### src/rtl/pwm_tri_pkg.sv
package pwm_tri_pkg;
  typedef enum logic {
    LD_AT_ZERO = 1'b0,
    LD_AT_PEAK = 1'b1
  } ld_pt_e;
endpackage

### src/rtl/tri_counter.sv
module tri_counter #(
  parameter int CNT_W = 8
) (
  input  logic             clk,
  input  logic             rst_n,
  input  logic             en,
  input  logic [CNT_W-1:0] prd_shadow,
  output logic [CNT_W-1:0] cnt,
  output logic             up,
  output logic [CNT_W-1:0] prd_act,
  output logic             zero_evt,
  output logic             peak_evt
);
  localparam logic [CNT_W-1:0] ZERO = '0;

  logic [CNT_W-1:0] eff_prd, n_cnt;
  logic             n_up;

  // the active period is refreshed only at the trough
  assign eff_prd = (cnt == ZERO) ? prd_shadow : prd_act;

  always_comb begin
    n_cnt = ZERO;
    n_up  = 1'b1;
    if (en && eff_prd != ZERO) begin
      if (up) begin
        n_cnt = cnt + 1'b1;
        n_up  = (n_cnt != eff_prd);
      end else begin
        n_cnt = cnt - 1'b1;
        n_up  = (n_cnt == ZERO);
      end
    end
  end

  always_ff @(posedge clk or negedge rst_n) begin
    if (!rst_n) begin
      cnt     <= ZERO;
      up      <= 1'b1;
      prd_act <= ZERO;
    end else begin
      cnt     <= n_cnt;
      up      <= n_up;
      prd_act <= eff_prd;
    end
  end

  assign zero_evt = en && (cnt == ZERO);
  assign peak_evt = en && (prd_act != ZERO) && (cnt == prd_act);
endmodule

### src/rtl/cmp_shadow.sv
module cmp_shadow
  import pwm_tri_pkg::*;
#(
  parameter int CNT_W = 8
) (
  input  logic             clk,
  input  logic             rst_n,
  input  logic             en,
  input  ld_pt_e           ld_pt,
  input  logic             zero_evt,
  input  logic             peak_evt,
  input  logic [CNT_W-1:0] cmp_shadow,
  output logic [CNT_W-1:0] cmp_act
);
  logic load_now;

  assign load_now = !en || ((ld_pt == LD_AT_ZERO) ? zero_evt : peak_evt);

  always_ff @(posedge clk or negedge rst_n) begin
    if (!rst_n)        cmp_act <= '0;
    else if (load_now) cmp_act <= cmp_shadow;
  end
endmodule

### src/rtl/pwm_action.sv
module pwm_action #(
  parameter int CNT_W = 8
) (
  input  logic             clk,
  input  logic             rst_n,
  input  logic             en,
  input  logic [CNT_W-1:0] cnt,
  input  logic             up,
  input  logic [CNT_W-1:0] cmp_act,
  output logic             pwm
);
  logic hit;

  assign hit = en && (cnt == cmp_act);

  // a hit takes the slope in force on that clock: set when rising, clear when falling
  always_ff @(posedge clk or negedge rst_n) begin
    if (!rst_n)   pwm <= 1'b0;
    else if (!en) pwm <= 1'b0;
    else if (hit) pwm <= up;
  end
endmodule

### src/rtl/pwm_tri_gen.sv
module pwm_tri_gen
  import pwm_tri_pkg::*;
#(
  parameter int CNT_W = 8
) (
  input  logic             clk,
  input  logic             rst_n,
  input  logic             en,
  input  logic [CNT_W-1:0] period_in,
  input  logic [CNT_W-1:0] cmp_in,
  input  logic             load_sel,
  output logic             pwm_out,
  output logic             dir_up,
  output logic             at_zero,
  output logic             at_prd
);
  logic [CNT_W-1:0] cnt_q, prd_act, cmp_act;
  ld_pt_e           ld_pt;

  assign ld_pt = ld_pt_e'(load_sel);

  tri_counter #(.CNT_W(CNT_W)) u_cnt (
    .clk(clk), .rst_n(rst_n), .en(en), .prd_shadow(period_in),
    .cnt(cnt_q), .up(dir_up), .prd_act(prd_act),
    .zero_evt(at_zero), .peak_evt(at_prd)
  );

  cmp_shadow #(.CNT_W(CNT_W)) u_cmp (
    .clk(clk), .rst_n(rst_n), .en(en), .ld_pt(ld_pt),
    .zero_evt(at_zero), .peak_evt(at_prd),
    .cmp_shadow(cmp_in), .cmp_act(cmp_act)
  );

  pwm_action #(.CNT_W(CNT_W)) u_act (
    .clk(clk), .rst_n(rst_n), .en(en), .cnt(cnt_q), .up(dir_up),
    .cmp_act(cmp_act), .pwm(pwm_out)
  );
endmodule

### config.mk
export PLATFORM = sky130hd
export DESIGN_NAME = pwm_tri_gen
export DESIGN_NICKNAME = d
export VERILOG_FILES = /design/src/rtl/pwm_tri_pkg.sv /design/src/rtl/tri_counter.sv /design/src/rtl/cmp_shadow.sv /design/src/rtl/pwm_action.sv /design/src/rtl/pwm_tri_gen.sv
export SDC_FILE = /design/constraint.sdc
export NUM_CORES = 1
export LEC_CHECK = 0
export BUFFER_PORTS_ARGS = -buffer_cell sky130_fd_sc_hd__buf_2
export CAP_MARGIN = 10
export CORE_MARGIN = 2
export CORE_UTILIZATION = 35
export CTS_CLUSTER_DIAMETER = 120
export DETAILED_ROUTE_END_ITERATION = 10
export PLACE_DENSITY_LB_ADDON = 0.3
export SETUP_SLACK_MARGIN = 0.3
export SYNTH_ARGS = -nofsm -noshare
export SYNTH_HDL_FRONTEND = slang
export SYNTH_SLANG_ARGS = --single-unit
### constraint.sdc
create_clock -name clk -period 3.6 [get_ports clk]
set_input_delay 0.36 -clock clk [delete_from_list [all_inputs] [get_ports clk]]
set_output_delay 0.36 -clock clk [all_outputs]
set_load 0.1 [all_outputs]
# Yosys cells after proc, flatten, opt, wreduce, memory -nomap -nowiden
# Cells that the tools add are included.
# totals
input_bits	20
elab_cells	30
reg_bits	26
out_inout_bits	4
# op_classes
eq_ne	4
n_addsub	2
n_mux	8
reduce_logical	11
# op_table
op	n
$mux 8	3
$eq 8x8->1	2
$logic_not 8->1	2
$reduce_bool 8->1	2
$add 8x1->8 const B	1
$ne 8x8->1	1
$sub 8x1->8 const B	1
$logic_and 1x1->1	5
$mux 1	5
$ne 2x1->1 const B	1
$logic_not 1->1	1
$logic_or 1x1->1	1

# Longest topological paths before layout
# depth
ltp_word	5
mapped_depth	10
ltp_nobuf	8

# Cells and area by module
# Synthesis repeated with hierarchy kept, for this count alone.
# unflattened
cells_unflattened	190
hier_area_um2	1818.0
# by_module_without_submodules
module	cells_each	seq_area_each_um2	area_each_um2	n_inst
tri_counter	158	426.7	1363.8	1
cmp_shadow	18	200.2	306.5	1
pwm_action	14	25.0	147.6	1

# Worst setup path before layout
# OpenSTA, ideal clock, no wires.
# synth_timing
path_type	register to register
start	register u_cnt.cnt[2]
end	register u_cmp.cmp_act[0]
t_arrival_ns	3.992
stages_incl_launch_ff	8
t_required_ns	3.475
setup_time_ns	0.125
path_slack_ns	-0.517
n_path_buf	1
period_less_slack_ns	4.117
path_cell_list	dfrtp_1 > buf_2 > xor2_1 > a21oi_1 > nand4_1 > nor3_1 > a211oi_2 > mux2_2
# synth_between
elab_chain_len	4
elab_cells_between_ends	6
classes_between	eq/ne (1); mux (1); reduce/logical (4)
# synth_lines
element	line	rtl
from (decl)	tri_counter.sv:8	output logic [CNT_W-1:0] cnt,
from (signal assigned)	tri_counter.sv:42	cnt <= n_cnt;
$eq 8x8->1	tri_counter.sv:49	assign peak_evt = en && (prd_act != ZERO) && (cnt == prd_act);
$logic_and 1x1->1	tri_counter.sv:49	
via at_prd	pwm_tri_gen.sv:15	output logic at_prd
$mux 1	cmp_shadow.sv:17	assign load_now = !en || ((ld_pt == LD_AT_ZERO) ? zero_evt : peak_evt);
$logic_or 1x1->1	cmp_shadow.sv:17	
to (signal assigned)	cmp_shadow.sv:21	else if (load_now) cmp_act <= cmp_shadow;
to (decl)	cmp_shadow.sv:13	output logic [CNT_W-1:0] cmp_act
# The timed path passes the listed nets, and every way through them passes these cells.
# A chain may end at the register's enable or synchronous reset.

# Worst setup path after layout
# layout_timing
start	register u_cnt.cnt[2]
end	register u_cnt.up
# layout_between
elab_chain_len	5
elab_cells_between_ends	10
classes_between	add/sub (2); eq/ne (1); mux (3); reduce/logical (4)
# layout_lines
element	line	rtl
branches (longest 4 deep; another with $add 8x1->8)	-	
$mux 1 (*)	tri_counter.sv:25	if (en && eff_prd != ZERO) begin
via u_cnt.n_up	tri_counter.sv:17	logic n_up;
to (signal assigned)	tri_counter.sv:43	up <= n_up;
to (decl)	tri_counter.sv:9	output logic up,
# Mark *: on every way through the listed nets, which the timed path passes.

==> flow_metrics.env <==
export IMPL_grt_max_degree=27
export IMPL_core_area_um2=5040
export IMPL_die_height_um=75.9
export IMPL_path_cells="nor4_2, nand4_1, a21bo_2, a211oi_1, a41oi_1, or3_1"
export IMPL_synth_cell_type_count=42
export IMPL_grt_pass1_wl_mm=7.31
export IMPL_clk_path_buf_depth=2
export IMPL_vdd_drop_max_uv=245
export IMPL_hold_viol_final=0
export IMPL_area_growth_pct=12.0
export IMPL_routedWlPerCell_um=15.7
export IMPL_finalMaxSlewViolations=0
export IMPL_power_frac_seq_pct=36.3
export IMPL_cts_setup_buffers=0
export IMPL_rows=26
export IMPL_yosys_area_top_type="dfrtp_1"
export IMPL_grt_pass1_vias=1452
export IMPL_worst_slew_pin_slew_ns=0.901
export IMPL_hold_path_class="in -> async"
export IMPL_final_cells=280
export IMPL_io_buffer_count=23
export IMPL_synth_seq_cells=26
export IMPL_antenna_found_initial=0
export IMPL_syn_cell_area_um2=1810
export IMPL_dr_max_layer_used="met4"
export IMPL_grt_use_total_pct=16.9
export IMPL_drt_pass1_iterations=4
export IMPL_stdcell_area_um2=2030
export IMPL_nets=235
export IMPL_final_util_pct=40.2
export IMPL_numCtsBuffers=3
export IMPL_p_per_area_nw_per_um2=653
export IMPL_p_clk_share_pct=18.5
export IMPL_cts_tree="yes"
export IMPL_status="complete, no violations"
export IMPL_clockRootBuffer="clkbuf_8"
export IMPL_endpoint_kind="flip-flop"
export IMPL_cts_resized_gates=0
export IMPL_yosysTopAreaCellShare_pct=34.6
export IMPL_p_leak_nw=0.901
export IMPL_layout_drive_gt1_share_pct=23.8
export IMPL_initial_core_util_pct=35.9
export IMPL_fin_setup_tns_ns=0
export IMPL_maxCapViolations=0
export IMPL_totalWireLength_mm=4.39
export IMPL_rsz0062_at_grt="false"
export IMPL_numClockSinks=26
export IMPL_vias_per_cell=5.32
export IMPL_crit_type="reg -> reg"
export IMPL_place_congestion=0.880
export IMPL_switching_share_pct=41.8
export IMPL_min_period_ns=2.85
export IMPL_hpwl_mm=3.43
export IMPL_fmax_ghz=0.351
export IMPL_synthArstFlopShare_pct=100
export IMPL_p_comb_share_pct=45.2
export IMPL_power_switching_uw=554
export IMPL_p_int_uw=770
export IMPL_finalCritPeriodShare_pct=79.2
export IMPL_n_fill_cell=504
export IMPL_vias=1489
export IMPL_htreeDepth=1
export IMPL_wl_met3_um=152
export IMPL_r2r_cells=6
export IMPL_r2r_start="u_cnt.cnt[2]$_DFF_PN0_"
export IMPL_synth_edf_count=0
export IMPL_synth_commonest_cells="25 x dfrtp_1, 18 x nand2_1, 13 x nor2_1, 13 x xnor2_1, 13 x xor2_1"
export IMPL_yosysMostFrequentCell="dfrtp_1"
export IMPL_path_max_fanout=13
export IMPL_ant_nets=0
export IMPL_route_met2_wl_mm=2.02
export IMPL_wl_met1_mm=2.16
export IMPL_drt_iter0_markers=90
export IMPL_fin_skew_ns=0.00624
export IMPL_dpl_cell_area_um2=1960
export IMPL_yosys_top_cells_area="dfrtp_1 35%, xnor2_1 6.3%, xor2_1 6.3%, mux2_2 5.0%, nand2_1 3.7%"
export IMPL_setup_viol=0
export IMPL_die_x_um=75.9
export IMPL_slew_headroom_pct=39.4
export IMPL_required_ns=3.80
export IMPL_die_area_um2=5760
export IMPL_syn_nets=218
export IMPL_ys_seq_area_share_pct=36.0
export IMPL_syn_inst=194
export IMPL_slowest_delay_ns=0.81
export IMPL_slowest_stage="nor4_2"
export IMPL_reg2reg_slack_ns=0.75
export IMPL_num_antenna_cells=0
export IMPL_holdBufCountCts=0
export IMPL_ys_flop_type="dfrtp_1"
export IMPL_arrival_ns=3.05
export IMPL_clk_pin_slew_worst_paths_ns=0.09
export IMPL_syn_avg_cell_area_um2=9.33
export IMPL_timing_rr_end="u_cnt.up$_DFF_PN1_"
export IMPL_gr_total_overflow=0
export IMPL_clk_latency_ns=0.27
export IMPL_io_pin_count=24
export IMPL_ys_warn_count=0
export IMPL_drc=0
export IMPL_critPathLaunchType="flip-flop"
export IMPL_dp_cells=276
[power groups by stage]
stage	Sequential (mW)	Combinational, mW	Clock [mW]
2_1_floorplan	0.442	0.520	0
3_3_place_gp	0.487	0.592	0
3_5_place_dp	0.485	0.599	0
4_1_cts	0.481	0.600	0.253
5_1_grt	0.493	0.669	0.263
6_report	0.481	0.598	0.245
[cells in the final DEF, fill, tap and decap left out, types with 2 or more instances in the layout]
cell,synthesis,routed
xnor2_1,13,13
a211oi_1,5,5
o21ai_2,3,3
nor2_1,13,13
buf_2,5,23
ha_1,4,4
nor4_1,8,8
and3_1,5,5
xor2_1,13,13
mux2_2,8,8
dfrtp_1,25,25
nor3_2,0,2
inv_1,5,5
o21a_1,2,2
nand2_1,18,18
o21ai_1,4,4
a21oi_1,7,7
nor3_1,12,10
nand3_1,3,3
o211a_1,3,3
nor4_2,2,2
nand4_1,10,10
clkbuf_8,0,3
[worst max-delay path, delay by kind of cell, from the launching register on]
kind	cells	cell delay, ns
AND/OR/NAND/NOR	3	1.45
flip-flops	1	0.56
AO/OA/AOI/OAI	3	0.77
[metrics by stage]
step / setup slack [ns] / hold WS [ns] / power, mW
2_1_floorplan: 0.530 / 0.0644 / 0.962
4_1_cts: 0.765 / 0.0992 / 1.33
6_report: 0.750 / 0.0804 / 1.32
3_5_place_dp: 0.775 / 0.411 / 1.08
3_3_place_gp: 0.869 / 0.410 / 1.08
5_1_grt: 0.481 / 0.123 / 1.42
[worst max path at each step]
stage                                               to  cells past startpoint  slack, ns              startpoint
after floorplan           u_cmp.cmp_act[0]$_DFFE_PN0P_                      7       0.53  u_cnt.cnt[2]$_DFF_PN0_
after CTS                           u_cnt.up$_DFF_PN1_                      6       0.77  u_cnt.cnt[2]$_DFF_PN0_
final                               u_cnt.up$_DFF_PN1_                      6       0.75  u_cnt.cnt[2]$_DFF_PN0_
after global placement              u_cnt.up$_DFF_PN1_                      6       0.87  u_cnt.cnt[2]$_DFF_PN0_
after global routing                u_cnt.up$_DFF_PN1_                      6       0.48  u_cnt.cnt[2]$_DFF_PN0_
after detailed placement            u_cnt.up$_DFF_PN1_                      6       0.78  u_cnt.cnt[2]$_DFF_PN0_
[state kept, by name (all words and copies together) (netlist names)]
signal,count
u_cnt.up,1
u_cnt.cnt,8
u_cnt.prd_act,8
u_cmp.cmp_act,8
u_act.pwm,1
[per-layer routing]
metal,track usage (%),up-vias
met5,0,-
met4,4.48,0
met3,3.31,8
met2,25.8,32
met1,24.3,711
li1,-,738
[kinds of logic (layout without fill, tap and decap cells)]
group / after synthesis / after routing / synth area share [%]
buf+inv: 18 / 34 / 5.32
xor+xnor: 26 / 26 / 12.6
simple gates: 78 / 78 / 23.9
mux: 9 / 9 / 5.53
fa+ha+maj: 4 / 4 / 2.77
compound gates: 33 / 33 / 13.9
flops: 26 / 26 / 36.0
[area by class of cell]
| type | instances | area (µm²) | area share [%] |
|---|---|---|---|
| Sequential cell | 26 | 652 | 32.2 |
| Inverter | 6 | 22.5 | 1.11 |
| Clock buffer | 3 | 41.3 | 2.04 |
| Clock inverter | 1 | 30.0 | 1.48 |
| Multi-Input combinational cell | 150 | 1070 | 52.8 |
| Tap cell | 70 | 87.6 | 4.32 |
| Timing Repair Buffer | 24 | 123 | 6.05 |
Power figures use the tool's default switching activity.
